==> src/rtl/fsp_pkg.sv <==
package fsp_pkg;

   localparam int unsigned B_GO      = 0;
   localparam int unsigned B_ERASE   = 1;
   localparam int unsigned B_WRITE   = 2;
   localparam int unsigned B_LOCK    = 3;
   localparam int unsigned B_RWWEN   = 4;
   localparam int unsigned B_RWWBUSY = 6;
   localparam int unsigned CMD_W     = 4;

   typedef enum logic [1:0] {
      OP_NONE  = 2'd0,
      OP_LOCK  = 2'd1,
      OP_ERASE = 2'd2,
      OP_WRITE = 2'd3
   } fsp_op_e;

   function automatic fsp_op_e decode_op(input logic [CMD_W-1:0] c);
      fsp_op_e r;
      if (!c[B_GO])          r = OP_NONE;
      else if (c[B_LOCK])    r = OP_LOCK;
      else if (c[B_ERASE])   r = OP_ERASE;
      else if (c[B_WRITE])   r = OP_WRITE;
      else                   r = OP_NONE;
      return r;
   endfunction

endpackage

==> src/rtl/fsp_window.sv <==
module fsp_window #(
   parameter int unsigned ST_WIN = 4,
   parameter int unsigned LD_WIN = 3,
   localparam int unsigned WIN_MAX = (ST_WIN > LD_WIN) ? ST_WIN : LD_WIN,
   localparam int unsigned AGE_W   = $clog2(WIN_MAX + 1)
) (
   input  logic             clk,
   input  logic             rst_n,
   input  logic             arm_i,
   input  logic             drop_i,
   output logic             armed_o,
   output logic [AGE_W-1:0] age_o,
   output logic             st_ok_o,
   output logic             ld_ok_o
);

   localparam logic [AGE_W-1:0] ST_LIM  = AGE_W'(ST_WIN);
   localparam logic [AGE_W-1:0] LD_LIM  = AGE_W'(LD_WIN);
   localparam logic [AGE_W-1:0] MAX_LIM = AGE_W'(WIN_MAX);

   logic             armed_q;
   logic [AGE_W-1:0] age_q;

   always_ff @(posedge clk or negedge rst_n) begin
      if (!rst_n) begin
         armed_q <= 1'b0;
         age_q   <= '0;
      end else if (arm_i) begin
         armed_q <= 1'b1;
         age_q   <= AGE_W'(1);
      end else if (drop_i) begin
         armed_q <= 1'b0;
         age_q   <= '0;
      end else if (armed_q) begin
         if (age_q == MAX_LIM) begin
            armed_q <= 1'b0;
            age_q   <= '0;
         end else begin
            age_q <= age_q + AGE_W'(1);
         end
      end
   end

   assign armed_o = armed_q;
   assign age_o   = age_q;
   assign st_ok_o = armed_q && (age_q <= ST_LIM);
   assign ld_ok_o = armed_q && (age_q <= LD_LIM);

endmodule

==> src/rtl/fsp_lock_bank.sv <==
module fsp_lock_bank #(
   parameter int unsigned   W         = 8,
   parameter logic [W-1:0]  RST_VAL   = '1,
   parameter logic [W-1:0]  PROG_MASK = '1
) (
   input  logic         clk,
   input  logic         rst_n,
   input  logic         prog_i,
   input  logic [W-1:0] data_i,
   output logic [W-1:0] lock_o
);

   for (genvar gi = 0; gi < W; gi++) begin : g_bit
      if (PROG_MASK[gi]) begin : g_prog
         logic bit_q;
         always_ff @(posedge clk or negedge rst_n) begin
            if (!rst_n)      bit_q <= RST_VAL[gi];
            else if (prog_i) bit_q <= bit_q & data_i[gi];
         end
         assign lock_o[gi] = bit_q;
      end else begin : g_fixed
         assign lock_o[gi] = RST_VAL[gi];
      end
   end

endmodule

==> src/rtl/fsp_rww_track.sv <==
module fsp_rww_track (
   input  logic clk,
   input  logic rst_n,
   input  logic set_i,
   input  logic clr_req_i,
   input  logic op_busy_i,
   output logic busy_o
);

   logic busy_q;

   always_ff @(posedge clk or negedge rst_n) begin
      if (!rst_n)                       busy_q <= 1'b0;
      else if (set_i)                   busy_q <= 1'b1;
      else if (clr_req_i && !op_busy_i) busy_q <= 1'b0;
   end

   assign busy_o = busy_q;

endmodule

==> src/rtl/fsp_cmd_ctrl.sv <==
module fsp_cmd_ctrl
   import fsp_pkg::*;
#(
   parameter int unsigned  PTR_W     = 16,
   parameter int unsigned  ST_WIN    = 4,
   parameter int unsigned  LD_WIN    = 3,
   parameter logic [7:0]   LOCK_RST  = 8'hFF,
   parameter logic [7:0]   PROG_MASK = 8'h3C,
   parameter logic [15:0]  LOCK_ADDR = 16'h0001,
   parameter logic [15:0]  FUSE_ADDR = 16'h0000
) (
   input  logic             clk,
   input  logic             rst_n,
   input  logic             csr_we,
   input  logic [7:0]       csr_wdata,
   output logic [7:0]       csr_rdata,
   input  logic             st_strobe,
   input  logic             ld_strobe,
   input  logic [PTR_W-1:0] zptr,
   input  logic [7:0]       r0_data,
   input  logic             ee_busy,
   input  logic             nvm_busy,
   input  logic [7:0]       fuse_lo,
   input  logic [7:0]       flash_rdata,
   output logic [7:0]       ld_data,
   output logic             lock_wr_req,
   output logic             pg_erase_req,
   output logic             pg_write_req,
   output logic             rww_busy
);

   localparam int unsigned WIN_MAX = (ST_WIN > LD_WIN) ? ST_WIN : LD_WIN;
   localparam int unsigned AGE_W   = $clog2(WIN_MAX + 1);
   localparam logic [PTR_W-1:0] LOCK_PTR = PTR_W'(LOCK_ADDR);
   localparam logic [PTR_W-1:0] FUSE_PTR = PTR_W'(FUSE_ADDR);

   if (ST_WIN < 1 || LD_WIN < 1) begin : g_bad_win
      $error("fsp_cmd_ctrl: both windows must be at least one cycle");
   end
   if (PTR_W < 1 || PTR_W > 16) begin : g_bad_ptr
      $error("fsp_cmd_ctrl: PTR_W must be 1 to 16");
   end
   if (LOCK_PTR == FUSE_PTR) begin : g_bad_addr
      $error("fsp_cmd_ctrl: lock and fuse pointers must differ");
   end

   logic             csr_take;
   logic             arm;
   logic             drop;
   logic             armed;
   logic [AGE_W-1:0] win_age;
   logic             st_ok;
   logic             ld_ok;
   logic [CMD_W-1:0] cmd_q;
   logic [CMD_W-1:0] cmd_vis;
   fsp_op_e          op;
   logic             st_fire;
   logic             ld_fire;
   logic             rd_sel;
   logic             lock_prog;
   logic             page_fire;
   logic             rww_clr;
   logic [7:0]       lock_q;
   logic             unused_wbits;

   assign unused_wbits = ^{csr_wdata[7:5]};

   assign csr_take = csr_we && !ee_busy;
   assign arm      = csr_take && csr_wdata[B_GO];

   always_ff @(posedge clk or negedge rst_n) begin
      if (!rst_n)        cmd_q <= '0;
      else if (csr_take) cmd_q <= csr_wdata[B_GO] ? csr_wdata[CMD_W-1:0] : '0;
   end

   assign cmd_vis = armed ? cmd_q : '0;
   assign op      = decode_op(cmd_vis);

   assign st_fire = st_strobe && st_ok && !ee_busy && !csr_we;
   assign rd_sel  = (op == OP_LOCK) && ld_ok && !ee_busy;
   assign ld_fire = ld_strobe && rd_sel && (zptr == LOCK_PTR || zptr == FUSE_PTR);
   assign drop    = (csr_take && !csr_wdata[B_GO]) || st_fire || ld_fire;

   fsp_window #(
      .ST_WIN (ST_WIN),
      .LD_WIN (LD_WIN)
   ) u_win (
      .clk     (clk),
      .rst_n   (rst_n),
      .arm_i   (arm),
      .drop_i  (drop),
      .armed_o (armed),
      .age_o   (win_age),
      .st_ok_o (st_ok),
      .ld_ok_o (ld_ok)
   );

   assign lock_prog = st_fire && (op == OP_LOCK);
   assign page_fire = st_fire && (op == OP_ERASE || op == OP_WRITE);

   fsp_lock_bank #(
      .W         (8),
      .RST_VAL   (LOCK_RST),
      .PROG_MASK (PROG_MASK)
   ) u_lock (
      .clk    (clk),
      .rst_n  (rst_n),
      .prog_i (lock_prog),
      .data_i (r0_data),
      .lock_o (lock_q)
   );

   assign rww_clr = csr_take && csr_wdata[B_RWWEN];

   fsp_rww_track u_rww (
      .clk       (clk),
      .rst_n     (rst_n),
      .set_i     (page_fire),
      .clr_req_i (rww_clr),
      .op_busy_i (nvm_busy),
      .busy_o    (rww_busy)
   );

   always_ff @(posedge clk or negedge rst_n) begin
      if (!rst_n) begin
         lock_wr_req  <= 1'b0;
         pg_erase_req <= 1'b0;
         pg_write_req <= 1'b0;
      end else begin
         lock_wr_req  <= lock_prog;
         pg_erase_req <= st_fire && (op == OP_ERASE);
         pg_write_req <= st_fire && (op == OP_WRITE);
      end
   end

   always_comb begin
      if (rd_sel && zptr == LOCK_PTR)      ld_data = lock_q;
      else if (rd_sel && zptr == FUSE_PTR) ld_data = fuse_lo;
      else                                 ld_data = flash_rdata;
   end

   always_comb begin
      csr_rdata              = '0;
      csr_rdata[CMD_W-1:0]   = cmd_vis;
      csr_rdata[B_RWWBUSY]   = rww_busy;
   end

endmodule

==> config.mk <==
export PLATFORM = sky130hd
export DESIGN_NAME = fsp_cmd_ctrl
export DESIGN_NICKNAME = d
export VERILOG_FILES = /design/src/rtl/fsp_pkg.sv /design/src/rtl/fsp_window.sv /design/src/rtl/fsp_lock_bank.sv /design/src/rtl/fsp_rww_track.sv /design/src/rtl/fsp_cmd_ctrl.sv
export SDC_FILE = /design/constraint.sdc
export NUM_CORES = 1
export LEC_CHECK = 0
export CAP_MARGIN = 20
export CORE_MARGIN = 3
export CORE_UTILIZATION = 35
export CTS_CLUSTER_SIZE = 16
export DETAILED_ROUTE_END_ITERATION = 6
export PLACE_DENSITY = 0.84
export SLEW_MARGIN = 10
export SYNTH_ARGS = -nofsm -noshare
export SYNTH_HDL_FRONTEND = slang
export SYNTH_HIERARCHICAL = 1
export SYNTH_SLANG_ARGS = --single-unit
==> constraint.sdc <==
create_clock -name clk -period 6.45 [get_ports clk]
set_input_delay 1.29 -clock clk [delete_from_list [all_inputs] [get_ports clk]]
set_output_delay 1.29 -clock clk [all_outputs]
set_load 0.03 [all_outputs]
==> qor.csv, run 1 <==
stage;metric;value;unit
route;wl_per_cell;13.1;um
clock_tree;numCtsBuffers;3;
final_layout;utilization;57.6;%
die;dieWidth;63.1;um
route;antenna_left;0;
timing;fmax;196;MHz
global_routing;antenna_found_initial;0;
die;initial_core_util;37.0;%
route;drc_errors;0;
global_routing;grt_first_pass_wirelength;4730;um
timing;slew_headroom;54.1;%
worst_setup_path;path_max_fanout;9;
logic_synthesis;netlist_area;1140;um^2
timing;hold_slack;0.489;ns
placement;portBuffers;64;
worst_setup_path;path_cells;clkdlybuf4s50_1 -> or4_4 -> nor3_2 -> and4_1 -> mux2_4 -> clkdlybuf4s50_1;
global_routing;grt_max_degree;17;
worst_setup_path;cpMaxStageDelayCell;clkdlybuf4s50_1;
outcome;outcome;complete, no violations;
worst_setup_path;critPathLaunchType;input port;
timing;rsz0062_at_grt;no;
clock_tree;cts.hold.buffers_added;0;
route;wl;2870;um
clock_tree;cts_tree;yes;
logic_synthesis;synth-async-reset-ratio;100;%
global_routing;grtUsageTotal;14.7;%
worst_setup_path;critPathKind;input port to output port;
timing;worst-slew-pin-transition;0.686;ns
placement;dp_hpwl;2280;um
global_routing;grt_pass1_vias;1036;
run;cap_violations;0;
die;core_area;3080;um^2
timing;fin_tns_setup;0;ns
die;io-pin-count;75;
route;avgViaCountPerCell;4.62;
clock_tree;postCtsSetupBuffers;0;
power;vdd_drop_max;0.0875;mV
final_layout;syn_to_final_growth;55.4;%
timing;hold_viol;0;
clock_tree;htreeDepth;1;
route;firstDrtPassIters;4;
worst_setup_path;required;5.16;ns
die;die_area;3980;um^2
clock_tree;postCtsResizedCells;0;
worst_setup_path;cp-end-kind;output port;
placement;place_ws;1.32;ns
route;initialDrtViolationCount;27;
timing;setup_slack;1.36;ns
power;power;0.325;mW
logic_synthesis;synth_cells;117;
final_layout;fin_nets;234;
final_layout;layout_common_cells;clkdlybuf4s50_1 (64), inv_1 (13), dfrtp_1 (12), nand2_1 (9);
logic_synthesis;synth_flop_cell;dfrtp_1;
power;leakage;0.781;nW
timing;finalSetupViolations;0;
route;num_vias;1011;
power;powerDensity;183;nW/um^2
logic_synthesis;ys_types;35;
clock_tree;clockBufferDepth;2;
timing;final_max_slew_viol_count;0;
clock_tree;clock_sinks;16;
logic_synthesis;yosysSeqAreaShare;35.6;%
worst_setup_path;cp_common_cell;clkdlybuf4s50_1;
logic_synthesis;synth_edf_count;0;
final_layout;drive_above_1_share;15.4;%
die;rows;20;
clock_tree;clock-root-buffer;clkbuf_4;
worst_setup_path;cp_data_arrival_time;3.80;ns
placement;place.gp.congestion;0.779;
timing;finalCritPeriodShare;78.9;%
timing;clock_skew;0.00585;ns
min_path;hp-class;register to register;
final_layout;layout_commonest_cell;clkdlybuf4s50_1;
clock_tree;clkTransAtPathRegs;0.09;ns
timing;min_period;5.09;ns
clock_tree;clkLatencyLatePin;0.29;ns
logic_synthesis;synth_seq_cells;16;
logic_synthesis;yosys_warnings;6;
final_layout;antenna_cells;0;
global_routing;globalRouteOverflowTotal;0;
worst_setup_path;max_stage_delay;0.59;ns
die;die_y;63.1;um
logic_synthesis;postSynthAreaPerCell;9.74;um^2
-- synth_stat cells, types with 2 or more instances --
library cell / instances / area, um^2
inv_1: 13 / 48.8
buf_4: 12 / 90.1
dfrtp_1: 12 / 300
nand2_1: 9 / 33.8
mux2_2: 8 / 90.1
mux2_4: 8 / 120
a21boi_1: 4 / 30.0
a21oi_1: 4 / 20.0
dfstp_2: 4 / 105
nor2_1: 4 / 15.0
nor3_1: 4 / 20.0
ha_1: 3 / 37.5
o21ai_0: 3 / 15.0
a21o_1: 2 / 15.0
and2_1: 2 / 12.5
conb_1: 2 / 7.51
mux2i_1: 2 / 20.0
nand2b_1: 2 / 12.5
nand3b_1: 2 / 15.0
nor4_1: 2 / 12.5
-- where the power goes --
| group | internal [mW] | total, mW | switching, mW | leakage [nW] |
|---|---|---|---|---|
| sequential | 0.113 | 0.134 | 0.0209 | 0.199 |
| combinational | 0.0722 | 0.134 | 0.0619 | 0.567 |
| clock | 0.0241 | 0.0565 | 0.0324 | 0.0150 |
| total | 0.209 | 0.325 | 0.115 | 0.781 |
-- registers in the layout, summed over array words and instances, names as in the netlist --
register,cells
u_win/armed_o,1
pg_write_req,1
lock_wr_req,1
pg_erase_req,1
cmd_q,4
u_lock/g_bit.g_prog.bit_q,4
u_rww/busy_o,1
u_win/age_o,3
-- layer usage --
metal	part of all wire [%]	GRT usage, %
met4	1.2	4.68
met3	7.7	3.92
met5	0	0
met1	39	17.3
met2	52	26.0
-- per-stage QoR --
stage,instances,instance area (um^2)
6_report,219,1770
5_1_grt,219,1770
4_1_cts,219,1770
3_5_place_dp,215,1750
3_3_place_gp,215,1750
2_1_floorplan,122,1160
-- final timing paths --
path / cells after the start / startpoint / slack, ns / end
max in group asynchronous: 1 / rst_n / 4.61 / u_win/age_o[1]
min: 1 / u_lock/g_bit[2].g_prog.bit_q / 0.49 / u_lock/g_bit[2].g_prog.bit_q
max: 6 / zptr[2] / 1.36 / ld_data[0]
min in group asynchronous: 1 / rst_n / 1.40 / pg_erase_req
max reg2reg: 7 / u_win/armed_o / 4.12 / u_win/age_o[0]
min reg2reg: 1 / u_lock/g_bit[2].g_prog.bit_q / 0.49 / u_lock/g_bit[2].g_prog.bit_q
-- critical path, delay by kind of cell --
| family | cells | cell delay [ns] |
|---|---|---|
| muxes | 1 | 0.35 |
| and+or+nand+nor | 3 | 1.17 |
| buffers and inverters | 2 | 0.99 |
-- layout make-up --
cell class	instances	area [um^2]
clock buffers	4	26.3
multi-input cells	78	596
flip-flops and latches	16	405
repair buffers	64	641
inverters	13	48.8
fillers	281	1310
well taps	44	55.1
-- logic make-up (layout without fill, tap and decap cells) --
group	Yosys count	count (layout)	synth area share, %
AO/OA/AOI/OAI	19	19	11.2
adder cells (fa/ha/maj)	3	3	3.29
multiplexers	18	18	20.2
other	2	7	0.659
buffers and inverters	28	81	13.8
AND/OR/NAND/NOR	31	31	15.3
flip-flops	16	16	35.6
Note: power is estimated with default switching activity, not from simulation.
==> run 2, diff against run 1 <==
- clock period: 6.45 -> 5.05 ns (I/O delays scaled with it)
==> run 2 against run 1 <==
Critical path depth unchanged. Count of clock-buffer cells in the layout is the same. Combinational power grew 27%. Sequential power up 28%. Setup slack worse by 0.83 ns. Wire length shrank 3.7%. Clock skew grew 0.0028 ns. Clock power rose by 22%. Cell count unchanged. Final area stayed put. Largest power group unchanged. Highest routed layer unchanged.
==> qor.csv, run 2 (synthesized netlist as in run 1, its figures left out) <==
stage;metric;value;unit;change
outcome;outcome;complete, no violations;;
clock_tree;postCtsSetupBuffers;0;;unchanged
final_layout;drive_above_1_share;15.4;%;unchanged
die;initial_core_util;37.0;%;unchanged
final_layout;layout_commonest_cell;clkdlybuf4s50_1;;
route;antenna_left;0;;unchanged
worst_setup_path;cp-end-kind;output port;;
run;cap_violations;0;;unchanged
timing;fmax;221;MHz;
clock_tree;numCtsBuffers;3;;unchanged
worst_setup_path;path_max_fanout;9;;unchanged
worst_setup_path;critPathLaunchType;input port;;
route;drc_errors;0;;unchanged
timing;final_max_slew_viol_count;0;;unchanged
die;core_area;3080;um^2;unchanged
global_routing;grt_pass1_vias;1006;;-2.9%
timing;finalCritPeriodShare;89.6;%;
timing;clock_skew;0.00861;ns;+0.00275 ns
timing;fin_tns_setup;0;ns;unchanged
clock_tree;clock_sinks;16;;unchanged
die;io-pin-count;75;;unchanged
power;netSwitchingFraction;34.9;%;-0.54 points
clock_tree;cts_tree;yes;;
worst_setup_path;cp_data_arrival_time;3.52;ns;-0.28 ns
clock_tree;htreeDepth;1;;unchanged
die;dieWidth;63.1;um;unchanged
final_layout;antenna_cells;0;;unchanged
final_layout;syn_to_final_growth;55.4;%;unchanged
timing;rsz0062_at_grt;no;;
global_routing;grt_max_degree;17;;unchanged
timing;slew_headroom;53.8;%;-0.32 points
min_path;hp-class;register to register;;
global_routing;grtUsageTotal;14.1;%;-0.61 points
power;powerDensity;232;nW/um^2;+27%
timing;finalSetupViolations;0;;unchanged
route;avgViaCountPerCell;4.49;;-2.7%
clock_tree;postCtsResizedCells;0;;unchanged
power;internal_power;0.268;mW;+28%
route;wl_per_cell;12.6;um;-3.7%
die;die_y;63.1;um;unchanged
timing;hold_viol;0;;unchanged
power;power_frac_seq;41.8;%;+0.5 points
clock_tree;clkTransAtPathRegs;0.09;ns;about the same
power;pwr-share-comb;41.4;%;about the same
power;vdd_drop_max;0.107;mV;+22%
clock_tree;clockBufferDepth;2;;unchanged
timing;worst-slew-pin-transition;0.690;ns;+0.00478 ns
route;firstDrtPassIters;4;;unchanged
worst_setup_path;required;4.04;ns;-1.12 ns
clock_tree;clkLatencyLatePin;0.28;ns;about the same
route;initialDrtViolationCount;30;;+11%
power;p_sw;0.144;mW;+25%
placement;dp_hpwl;2280;um;-0.13%
placement;place.gp.congestion;0.777;;-0.22%
global_routing;antenna_found_initial;0;;unchanged
clock_tree;clock-root-buffer;clkbuf_4;;
power;leakage;0.781;nW;unchanged
final_layout;fin_nets;234;;unchanged
die;die_area;3980;um^2;unchanged
route;num_vias;984;;-2.7%
die;rows;20;;unchanged
placement;portBuffers;64;;unchanged
clock_tree;cts.hold.buffers_added;0;;unchanged
route;wl;2770;um;-3.7%
power;pwr-share-clk;16.8;%;-0.6 points
timing;hold_slack;0.488;ns;-0.00129 ns
worst_setup_path;critPathKind;input port to output port;;
global_routing;grt_first_pass_wirelength;4620;um;-2.3%
timing;min_period;4.53;ns;
final_layout;layout_common_cells;clkdlybuf4s50_1 (64), inv_1 (13), dfrtp_1 (12), nand2_1 (9);;
global_routing;globalRouteOverflowTotal;0;;unchanged
==> run 2: worst paths after layout <==
path                                              start                            to  slack [ns]  cells after the start
max                                             zptr[2]                    ld_data[0]        0.52                      6
min                        u_lock/g_bit[4].g_prog.bit_q  u_lock/g_bit[4].g_prog.bit_q        0.49                      1
max reg2reg                              u_win/age_o[0]                u_win/age_o[0]        2.73                      9
min reg2reg                u_lock/g_bit[4].g_prog.bit_q  u_lock/g_bit[4].g_prog.bit_q        0.49                      1
max in group asynchronous                         rst_n                u_win/age_o[0]        3.47                      1
min in group asynchronous                         rst_n                      cmd_q[1]        1.13                      1
==> run 2: final cells by class <==
class / count / area, um^2
Clock buffer: 4 / 26.3
Fill cell: 266 / 1310
Inverter: 13 / 48.8
Multi-Input combinational cell: 78 / 596
Sequential cell: 16 / 405
Tap cell: 44 / 55.1
Timing Repair Buffer: 64 / 641
==> run 2: worst max-delay path: stages <==
cell	delay [ns]
clkdlybuf4s50_1	0.40
or4_4	0.53
nor3_2	0.10
and4_1	0.54
mux2_4	0.34
clkdlybuf4s50_1	0.59
==> run 2: routing by layer <==
layer | track usage (%) | part of all wire (%)
met5 | 0 | 0
met4 | 3.03 | 0.54
met3 | 4.10 | 7.7
met1 | 16.7 | 40
met2 | 25.2 | 51
==> run 2: power by group through the flow <==
stage                     Combinational (mW)  Sequential (mW)  Clock, mW
final                                  0.170            0.172     0.0692
after global routing                   0.187            0.174     0.0755
after CTS                              0.171            0.170     0.0693
after detailed placement               0.169            0.172          0
after global placement                 0.162            0.170          0
after floorplan                        0.101            0.167          0
==> run 2: metrics by stage <==
step	power (mW)	worst slack (ns)	std cells	cell area, um^2	util (%)
5_1_grt	0.437	0.415	219	1770	57.6
4_1_cts	0.410	0.491	219	1770	57.6
6_report	0.411	0.524	219	1770	57.6
2_1_floorplan	0.268	1.73	122	1160	-
3_3_place_gp	0.332	0.523	215	1750	56.7
3_5_place_dp	0.341	0.490	215	1750	56.7
==> run 3, diff against run 2 <==
--- a/config.mk
+++ b/config.mk
@@ -11,5 +11,5 @@
 export CTS_CLUSTER_SIZE = 16
 export DETAILED_ROUTE_END_ITERATION = 6
-export PLACE_DENSITY = 0.84
+export PLACE_DENSITY = 0.77
 export SLEW_MARGIN = 10
 export SYNTH_ARGS = -nofsm -noshare
==> constraint.sdc (replaced) <==
create_clock -name clk -period 5.05 [get_ports clk]
set_input_delay 1.01 -clock clk [delete_from_list [all_inputs] [get_ports clk]]
set_output_delay 1.01 -clock clk [all_outputs]
set_load 0.01 [all_outputs]
==> run 3 against run 2 <==
Clock power shrank 5.6%. Final area is the same. Wire length grew 3.4%. Global-route usage grew 1.0 points. Utilization is the same. Clock skew shrank 0.0019 ns. Critical path depth is the same. Register-to-register slack gained 0.07 ns. Count of clock-buffer cells in the layout is the same. Worst hold slack lost 0.0016 ns. Critical endpoint is now ld_data[5]. Largest cell class unchanged.
==> qor.csv, run 3 (synthesized netlist as in run 1, its figures left out) <==
stage;metric;value;unit;change
outcome;outcome;complete, no violations;;
final_layout;antenna_cells;0;;unchanged
route;wl_met2;1450;um;+1.8%
die;io-pin-count;75;;unchanged
timing;slew_headroom;53.3;%;-0.56 points
die;die_area;3980;um^2;unchanged
route;met3_length;204;um;-4.2%
final_layout;drive_above_1_share;15.4;%;unchanged
global_routing;grt_pass1_vias;992;;-1.4%
final_layout;syn_to_final_growth;55.4;%;unchanged
route;met1_length;1180;um;+5.8%
final_layout;stdcell_area;1770;um^2;unchanged
clock_tree;cts.hold.buffers_added;0;;unchanged
min_path;hp-class;register to register;;
placement;place.gp.congestion;0.786;;+1.2%
worst_setup_path;r2r_cells;9;;unchanged
power;pwr-share-clk;16.9;%;about the same
clock_tree;clkTransAtPathRegs;0.08;ns;about the same
min_path;hold_path_depth;1;;unchanged
timing;final_max_slew_viol_count;0;;unchanged
route;avgViaCountPerCell;4.53;;+0.81%
power;power_frac_seq;43.8;%;+2.0 points
power;vdd_drop_max;0.195;mV;+82%
clock_tree;clock_sinks;16;;unchanged
worst_setup_path;path_depth;6;;unchanged
clock_tree;postCtsResizedCells;0;;unchanged
clock_tree;htreeDepth;1;;unchanged
worst_setup_path;required;4.04;ns;about the same
clock_tree;clkLatencyLatePin;0.28;ns;about the same
die;dieWidth;63.1;um;unchanged
timing;rsz0062_at_grt;no;;
power;netSwitchingFraction;30.7;%;-4.3 points
route;antenna_left;0;;unchanged
route;wl;2860;um;+3.4%
clock_tree;clockBufferDepth;2;;unchanged
timing;finalSetupViolations;0;;unchanged
worst_setup_path;critPathKind;input port to output port;;
placement;portBuffers;64;;unchanged
worst_setup_path;path_max_fanout;9;;unchanged
power;p_sw;0.119;mW;-17%
timing;hold_slack;0.486;ns;-0.00163 ns
clock_tree;clock-root-buffer;clkbuf_4;;
worst_setup_path;cp_data_arrival_time;3.41;ns;-0.11 ns
run;cap_violations;0;;unchanged
worst_setup_path;critPathLaunchType;input port;;
clock_tree;cts_tree;yes;;
clock_tree;postCtsSetupBuffers;0;;unchanged
worst_setup_path;cp-end-kind;output port;;
die;die_y;63.1;um;unchanged
placement;place_ws;0.620;ns;+0.130 ns
power;leakage;0.781;nW;unchanged
route;dr.max_layer_used;met4;;
power;pwr-share-comb;39.3;%;-2.1 points
timing;hold_viol;0;;unchanged
worst_setup_path;path_delay_family;simple AND/OR/NAND/NOR gates;;
global_routing;grt_max_degree;17;;unchanged
timing;clock_skew;0.00674;ns;-0.00187 ns
worst_setup_path;cp_common_cell;clkdlybuf4s50_1;;
global_routing;globalRouteOverflowTotal;0;;unchanged
worst_setup_path;crit_buf_inv;2;;unchanged
clock_tree;numCtsBuffers;3;;unchanged
placement;place_area;1750;um^2;unchanged
die;initial_core_util;37.0;%;unchanged
worst_setup_path;max_stage_delay;0.53;ns;-0.06 ns
timing;finalCritPeriodShare;87.5;%;-2.2 points
route;num_vias;992;;+0.81%
die;rows;20;;unchanged
route;wl_per_cell;13.1;um;+3.4%
worst_setup_path;cpMaxStageDelayCell;or4_4;;
route;drc_errors;0;;unchanged
timing;setup_slack;0.633;ns;+0.109 ns
worst_setup_path;path_cells;clkdlybuf4s50_1 -> or4_4 -> nor3_2 -> and4_1 -> mux2_4 -> clkdlybuf4s50_1;;
timing;min_period;4.42;ns;-0.109 ns
power;powerDensity;218;nW/um^2;-6.0%
global_routing;antenna_found_initial;0;;unchanged
final_layout;fin_nets;234;;unchanged
timing;fin_tns_setup;0;ns;unchanged
final_layout;layout_commonest_cell;clkdlybuf4s50_1;;
global_routing;grt_first_pass_wirelength;4850;um;+5.1%
final_layout;fill_cells;269;;+1.1%
power;internal_power;0.268;mW;+0.14%
die;core_area;3080;um^2;unchanged
global_routing;grtUsageTotal;15.1;%;+1.0 points
timing;worst-slew-pin-transition;0.699;ns;+0.00843 ns
final_layout;layout_common_cells;clkdlybuf4s50_1 (64), inv_1 (13), dfrtp_1 (12), nand2_1 (9);;
timing;fmax;226;MHz;+2.5%
placement;dp_cells;215;;unchanged
final_layout;fin_cells;219;;unchanged
route;firstDrtPassIters;4;;unchanged
placement;dp_hpwl;2410;um;+5.5%
route;initialDrtViolationCount;37;;+23%
run 3: cell counts in the layout (fill, tap and decap cells not counted):
No cell type changed its count.
run 3: per-layer routing:
layer	global-route usage, %	vias to the layer above
li1	-	495
met1	18.0	454
met2	26.4	41
met3	4.46	2
met4	4.13	0
met5	0	-
run 3: worst paths after layout:
| path | to | slack [ns] | start |
|---|---|---|---|
| worst max register to register | u_win/age_o[0] | 2.80 | u_win/age_o[0] |
| worst min register to register | u_lock/g_bit[5].g_prog.bit_q | 0.49 | u_lock/g_bit[5].g_prog.bit_q |
| max in group asynchronous | lock_wr_req | 3.46 | rst_n |
| worst min-delay path | u_lock/g_bit[5].g_prog.bit_q | 0.49 | u_lock/g_bit[5].g_prog.bit_q |
| worst max-delay path | ld_data[5] | 0.63 | zptr[2] |
| min in group asynchronous | u_win/age_o[2] | 1.15 | rst_n |
run 3: area by class of cell:
type | count | area [um^2] | area share, %
repair buffers | 64 | 641 | 36.2
clock buffers | 4 | 26.3 | 1.48
multi-input cells | 78 | 596 | 33.6
flip-flops and latches | 16 | 405 | 22.9
well taps | 44 | 55.1 | 3.11
inverters | 13 | 48.8 | 2.75
run 3: metrics by stage:
| stage | power [mW] | util [%] |
|---|---|---|
| floorplan | 0.251 | - |
| detailed placement | 0.325 | 56.7 |
| CTS | 0.394 | 57.6 |
| finish | 0.386 | 57.6 |
| global placement | 0.316 | 56.7 |
| global route | 0.416 | 57.6 |
run 3: power groups by stage:
stage	combinational, mW	sequential [mW]	clock [mW]
2_1_floorplan	0.0854	0.166	0
3_3_place_gp	0.146	0.170	0
3_5_place_dp	0.154	0.172	0
4_1_cts	0.155	0.169	0.0704
5_1_grt	0.170	0.172	0.0741
6_report	0.152	0.169	0.0653
